[config.mk]
export PLATFORM = sky130hd
export DESIGN_NAME = dly_code_port
export DESIGN_NICKNAME = d
export VERILOG_FILES = /design/src/rtl/dcp_pkg.sv /design/src/rtl/dcp_sync.sv /design/src/rtl/dcp_edge.sv /design/src/rtl/dcp_shadow.sv /design/src/rtl/dly_code_port.sv
export SDC_FILE = /design/constraint.sdc
export NUM_CORES = 1
export LEC_CHECK = 0
export ABC_AREA = 1
export CAP_MARGIN = 20
export CORE_MARGIN = 2
export CORE_UTILIZATION = 31
export CTS_BUF_LIST = sky130_fd_sc_hd__clkbuf_2
export CTS_CLUSTER_SIZE = 25
export DETAILED_ROUTE_END_ITERATION = 8
export SLEW_MARGIN = 20
export SYNTH_ARGS = -nofsm -noshare
export SYNTH_HDL_FRONTEND = slang
export SYNTH_SLANG_ARGS = --single-unit
[constraint.sdc]
create_clock -name clk -period 2.2 [get_ports clk]
set_input_delay 0.44 -clock clk [delete_from_list [all_inputs] [get_ports clk]]
set_output_delay 0.44 -clock clk [all_outputs]
set_load 0.01 [all_outputs]
[src/rtl/dcp_pkg.sv]
package dcp_pkg;
    localparam int CODE_W    = 8;
    localparam int SDO_PIN   = 0;
    localparam int SCLK_PIN  = 1;
    localparam int SDI_PIN   = 2;

    typedef logic [CODE_W-1:0] code_t;

    typedef enum logic {
        PROG_PARALLEL = 1'b0,
        PROG_SERIAL   = 1'b1
    } prog_mode_e;

    typedef struct packed {
        logic level;
        logic rise;
        logic fall;
    } edge_t;

    function automatic code_t shift_in(code_t cur, logic bit_in);
        return {cur[CODE_W-2:0], bit_in};
    endfunction
endpackage

[src/rtl/dcp_sync.sv]
module dcp_sync #(
    parameter int W      = 1,
    parameter int STAGES = 2
) (
    input  logic         clk,
    input  logic         rst,
    input  logic [W-1:0] d,
    output logic [W-1:0] q
);
    logic [W-1:0] stage [STAGES];

    generate
        for (genvar s = 0; s < STAGES; s++) begin : g_stage
            if (s == 0) begin : g_first
                always_ff @(posedge clk) begin
                    if (rst) stage[s] <= '0;
                    else     stage[s] <= d;
                end
            end else begin : g_next
                always_ff @(posedge clk) begin
                    if (rst) stage[s] <= '0;
                    else     stage[s] <= stage[s-1];
                end
            end
        end
    endgenerate

    assign q = stage[STAGES-1];
endmodule

[src/rtl/dcp_edge.sv]
module dcp_edge
    import dcp_pkg::*;
(
    input  logic  clk,
    input  logic  rst,
    input  logic  lvl,
    output edge_t ev
);
    logic prev;

    always_ff @(posedge clk) begin
        if (rst) prev <= 1'b0;
        else     prev <= lvl;
    end

    always_comb begin
        ev.level = lvl;
        ev.rise  = lvl & ~prev;
        ev.fall  = ~lvl & prev;
    end
endmodule

[src/rtl/dcp_shadow.sv]
module dcp_shadow
    import dcp_pkg::*;
(
    input  logic  clk,
    input  logic  rst,
    input  logic  load,
    input  code_t load_val,
    input  logic  shift,
    input  logic  sdi,
    output code_t q
);
    always_ff @(posedge clk) begin
        if (rst)        q <= '0;
        else if (load)  q <= load_val;
        else if (shift) q <= shift_in(q, sdi);
    end
endmodule

[src/rtl/dly_code_port.sv]
module dly_code_port
    import dcp_pkg::*;
#(
    parameter int SYNC_DEPTH = 2
) (
    input  logic              clk,
    input  logic              rst,
    input  logic              prog_serial,
    input  logic              latch_en,
    input  logic [CODE_W-1:0] pins_in,
    output logic              sdo,
    output logic              sdo_oe,
    output logic [CODE_W-1:0] code,
    output logic              code_changed
);
    localparam int RAW_W = CODE_W + 2;

    logic [RAW_W-1:0] raw_in, syn;
    prog_mode_e       mode_s;
    code_t            pins_s;
    edge_t            le_ev, sclk_ev;
    code_t            shadow, active, nxt;
    logic             ser_s, le_lvl;
    logic             sh_load, sh_shift;

    assign raw_in = {prog_serial, latch_en, pins_in};

    dcp_sync #(.W(RAW_W), .STAGES(SYNC_DEPTH)) u_sync (
        .clk (clk),
        .rst (rst),
        .d   (raw_in),
        .q   (syn)
    );

    assign mode_s = prog_mode_e'(syn[CODE_W+1]);
    assign pins_s = syn[CODE_W-1:0];
    assign ser_s  = (mode_s == PROG_SERIAL);

    dcp_edge u_le_edge (
        .clk (clk),
        .rst (rst),
        .lvl (syn[CODE_W]),
        .ev  (le_ev)
    );

    dcp_edge u_sclk_edge (
        .clk (clk),
        .rst (rst),
        .lvl (pins_s[SCLK_PIN]),
        .ev  (sclk_ev)
    );

    assign le_lvl   = le_ev.level;
    assign sh_load  = ser_s & le_ev.rise;
    assign sh_shift = ser_s & le_ev.level & sclk_ev.rise & ~le_ev.rise;

    dcp_shadow u_shadow (
        .clk      (clk),
        .rst      (rst),
        .load     (sh_load),
        .load_val (active),
        .shift    (sh_shift),
        .sdi      (pins_s[SDI_PIN]),
        .q        (shadow)
    );

    always_comb begin
        nxt = active;
        if (!ser_s && le_ev.level)     nxt = pins_s;
        else if (ser_s && le_ev.fall)  nxt = shadow;
    end

    always_ff @(posedge clk) begin
        if (rst) begin
            active       <= '0;
            code_changed <= 1'b0;
        end else begin
            active       <= nxt;
            code_changed <= (nxt != active);
        end
    end

    assign code   = active;
    assign sdo    = shadow[CODE_W-1];
    assign sdo_oe = ser_s;
endmodule

==> impl_metrics.xml <==
<?xml version="1.0" encoding="UTF-8"?>
<metrics>
  <group name="status">
    <metric name="run_status" unit="">finished, final reports clean</metric>
  </group>
  <group name="sta">
    <metric name="tns" unit="ns">0</metric>
    <metric name="max_slew_margin" unit="%">68.9</metric>
    <metric name="grt_setup_unrepaired" unit="">no</metric>
    <metric name="finalSetupViolations" unit="">0</metric>
    <metric name="layout_min_cycle_time" unit="ns">2.11</metric>
    <metric name="finalCritPeriodShare" unit="%">95.9</metric>
    <metric name="hold_viol" unit="">0</metric>
    <metric name="highest_attainable_clock_frequency" unit="MHz">474</metric>
    <metric name="worst-slew-pin-transition" unit="ns">0.467</metric>
    <metric name="final_max_slew_viol_count" unit="">0</metric>
    <metric name="finClkSkew" unit="ns">0.0126</metric>
  </group>
  <group name="final_layout">
    <metric name="area_delta_synth_final" unit="%">21.8</metric>
    <metric name="antenna_cells" unit="">0</metric>
    <metric name="final_area" unit="µm²">1930</metric>
    <metric name="post_route_cells_drive_above_1_share" unit="%">6.75</metric>
    <metric name="layout.nets" unit="">263</metric>
  </group>
  <group name="synthesis">
    <metric name="yosys-top-cells-count" unit="">sky130_fd_sc_hd__nand2_1, sky130_fd_sc_hd__nor2_1, sky130_fd_sc_hd__dfxtp_1, sky130_fd_sc_hd__inv_1, sky130_fd_sc_hd__o21ai_0</metric>
    <metric name="leading_area_contributor_after_synthesis" unit="">sky130_fd_sc_hd__dfxtp_1</metric>
    <metric name="synth.yosys.warnings" unit="">0</metric>
    <metric name="synth.avg_cell_area" unit="µm²">7.02</metric>
    <metric name="synth_top_cell_area_share" unit="%">49.2</metric>
    <metric name="synth_nets" unit="">238</metric>
    <metric name="postSynth.asyncResetShare" unit="%">0</metric>
    <metric name="number_of_enable_type_register_cells_in_the_synthesized_netlist" unit="">0</metric>
    <metric name="synth.most_common_cell" unit="">sky130_fd_sc_hd__nand2_1</metric>
    <metric name="synthDistinctLibCells" unit="">18</metric>
    <metric name="synth_ff_type" unit="">sky130_fd_sc_hd__dfxtp_1</metric>
    <metric name="ys_seq_area_share" unit="%">49.2</metric>
    <metric name="postSynthCellCount" unit="">226</metric>
    <metric name="syn_area" unit="µm²">1590</metric>
    <metric name="synth_top_cells_by_area" unit="">sky130_fd_sc_hd__dfxtp_1, sky130_fd_sc_hd__nand2_1, sky130_fd_sc_hd__nor2_1</metric>
    <metric name="synth-seq-cells" unit="">39</metric>
  </group>
  <group name="clock_tree">
    <metric name="cts_hold_buffers" unit="">0</metric>
    <metric name="cts_root_buffer" unit="">sky130_fd_sc_hd__clkbuf_2</metric>
    <metric name="cts_num_sinks" unit="">39</metric>
    <metric name="path_clk_slew" unit="ns">0.19</metric>
    <metric name="clockBufferDepth" unit="">2</metric>
    <metric name="h-tree-depth" unit="">2</metric>
    <metric name="tritoncts" unit="">built</metric>
    <metric name="cts_post_setup_buffers_inserted" unit="">0</metric>
    <metric name="cts-resized-gates" unit="">0</metric>
    <metric name="cts-buffers-inserted" unit="">5</metric>
    <metric name="worst_skew_pair.late_latency" unit="ns">0.39</metric>
  </group>
  <group name="setup_path">
    <metric name="cp_data_arrival_time" unit="ns">1.67</metric>
    <metric name="required_time_of_the_critical_path" unit="ns">1.76</metric>
    <metric name="r2r_end" unit="">code_changed</metric>
    <metric name="largest_incremental_delay_on_the_critical_path" unit="ns">0.65</metric>
    <metric name="timing.critical_path.max_delay_family" unit="">flip-flops</metric>
    <metric name="crit-reg2reg-launch" unit="">u_sync.stage[1][9]</metric>
    <metric name="worst_setup_slack_for_register_to_register_paths" unit="ns">0.45</metric>
    <metric name="worst_setup_path_start_kind" unit="">register</metric>
    <metric name="critical_path.endpoint_type" unit="">output port</metric>
    <metric name="reg2regPathDepth" unit="">11</metric>
    <metric name="criticalPathCategory" unit="">register to output port</metric>
    <metric name="timing.critical_path.slowest_stage_cell" unit="">sky130_fd_sc_hd__dfxtp_1</metric>
    <metric name="crit_path_max_fanout" unit="">11</metric>
    <metric name="worstPathCellList" unit="">clkdlybuf4s50_1</metric>
    <metric name="cp.buffers_inverters" unit="">1</metric>
  </group>
  <group name="worst_hold_path">
    <metric name="holdCritPathClass" unit="">register to register</metric>
    <metric name="hold_depth" unit="">2</metric>
    <metric name="min-delay-start" unit="">u_sync.stage[0][5]</metric>
    <metric name="holdPathEnd" unit="">u_sync.stage[1][5]</metric>
  </group>
  <group name="routing">
    <metric name="detail_route.wirelength" unit="µm">3020</metric>
    <metric name="drc_violation_count_after_routing" unit="">0</metric>
    <metric name="drt_first_pass_iters" unit="">4</metric>
    <metric name="drc_marker_count_from_the_first_detailed_route_iteration" unit="">74</metric>
    <metric name="drt-wirelength-per-cell" unit="µm">9.39</metric>
    <metric name="final_antenna_net_count" unit="">0</metric>
    <metric name="dr_total_vias" unit="">1323</metric>
    <metric name="vias_per_cell" unit="">4.11</metric>
  </group>
  <group name="global_routing">
    <metric name="grt_start_max_net_pins" unit="">22</metric>
    <metric name="wire_length_of_the_first_global_routing_pass" unit="µm">5290</metric>
    <metric name="antenna_found_initial" unit="">0</metric>
    <metric name="grtUsageTotal" unit="%">12.3</metric>
    <metric name="number_of_global_route_vias_before_repair" unit="">1212</metric>
    <metric name="grt_ovf" unit="">0</metric>
  </group>
  <group name="power">
    <metric name="power_leakage" unit="nW">0.853</metric>
    <metric name="peakVddDrop" unit="µV">372</metric>
    <metric name="power_per_cell_area" unit="nW/µm²">650</metric>
  </group>
  <group name="job">
    <metric name="cap_violations" unit="">0</metric>
  </group>
  <group name="die">
    <metric name="dieWidth" unit="µm">75.5</metric>
    <metric name="start_util" unit="%">31.7</metric>
    <metric name="floorplan.core_area" unit="µm²">5010</metric>
    <metric name="die_area" unit="µm²">5710</metric>
    <metric name="floorplan.rows" unit="">26</metric>
    <metric name="floorplan.io_pins" unit="">23</metric>
    <metric name="dieHeight" unit="µm">75.5</metric>
  </group>
  <group name="place">
    <metric name="gp_congestion" unit="">0.823</metric>
    <metric name="dpl.hpwl" unit="µm">2260</metric>
    <metric name="dpl-instance-area" unit="µm²">1860</metric>
    <metric name="port-buffer-count" unit="">22</metric>
  </group>
</metrics>
-- per-stage QoR --
stage | power [W] | std cells | setup WS [ns] | hold WS [ns] | utilization, %
2_1_floorplan | 0.000802 | 226 | 0.782 | 0.388 | -
3_3_place_gp | 0.000840 | 314 | 0.553 | 0.389 | 37.2
3_5_place_dp | 0.000841 | 314 | 0.459 | 0.392 | 37.2
4_1_cts | 0.00127 | 322 | 0.0848 | 0.414 | 38.6
5_1_grt | 0.00131 | 322 | 0.0147 | 0.429 | 38.6
6_report | 0.00126 | 322 | 0.0911 | 0.414 | 38.6
-- state kept, by name, summed over array words and instances (netlist names) --
register          count
code_changed          1
u_sync.stage         20
u_sclk_edge.prev      1
code                  8
u_shadow.q            8
u_le_edge.prev        1
-- area by class of cell --
type	count	area [µm²]
clock inverter	3	43.8
inverter	32	120
fill	546	3080
multi-input combinational	149	641
clock buffer	5	25.0
tap	70	87.6
sequential	39	781
timing repair buffer	24	235
-- report_power, final --
| group | switching (W) | internal [W] |
|---|---|---|
| clock | 0.000239 | 0.000192 |
| combinational | 0.0000396 | 0.0000416 |
| sequential | 0.0000139 | 0.000731 |
-- layer usage --
layer | GRT usage (%) | wire (µm)
met5 | 0 | 0
met4 | 5.26 | 63
met1 | 16.4 | 1530
met2 | 18.9 | 1300
met3 | 3.17 | 127
-- cell families (layout without fill, tap and decap cells) --
| group | Yosys count | after routing | share of synthesized area, % |
|---|---|---|---|
| AOI/OAI and AO/OA | 19 | 19 | 7.33 |
| and+or+nand+nor | 130 | 130 | 33.0 |
| DFF | 39 | 39 | 49.2 |
| buffers and inverters | 38 | 64 | 10.4 |
-- cells in the final DEF, fill, tap and decap left out --
cell type                          n
sky130_fd_sc_hd__nor2_1           52
sky130_fd_sc_hd__nor2_4            1
sky130_fd_sc_hd__dfxtp_1          39
sky130_fd_sc_hd__clkinv_4          1
sky130_fd_sc_hd__inv_1            31
sky130_fd_sc_hd__buf_4             2
sky130_fd_sc_hd__a31oi_1           8
sky130_fd_sc_hd__clkbuf_2          5
sky130_fd_sc_hd__or2_2             1
sky130_fd_sc_hd__o21ai_0          10
sky130_fd_sc_hd__nand4_1           5
sky130_fd_sc_hd__o21ai_4           1
sky130_fd_sc_hd__nand2_1          64
sky130_fd_sc_hd__nand2_2           2
sky130_fd_sc_hd__nand3_1           2
sky130_fd_sc_hd__nor3_1            1
sky130_fd_sc_hd__inv_2             1
sky130_fd_sc_hd__or2_1             1
sky130_fd_sc_hd__nor2_2            1
sky130_fd_sc_hd__bufinv_16         1
sky130_fd_sc_hd__clkdlybuf4s50_1  22
sky130_fd_sc_hd__clkinv_2          1
-- how the worst max path moves through the flow --
| stage | from | endpoint | slack [ns] | depth (start not counted) |
|---|---|---|---|---|
| final | u_sync.stage[1][9] | sdo_oe | 0.09 | 1 |
| after global routing | u_sync.stage[1][9] | sdo_oe | 0.01 | 1 |
| after floorplan | u_sync.stage[1][9] | code_changed | 0.78 | 13 |
| after global placement | u_sync.stage[1][9] | code_changed | 0.55 | 11 |
| after detailed placement | u_sync.stage[1][9] | code_changed | 0.46 | 11 |
| after CTS | u_sync.stage[1][9] | sdo_oe | 0.08 | 1 |
(Power assumes the default switching activity.)
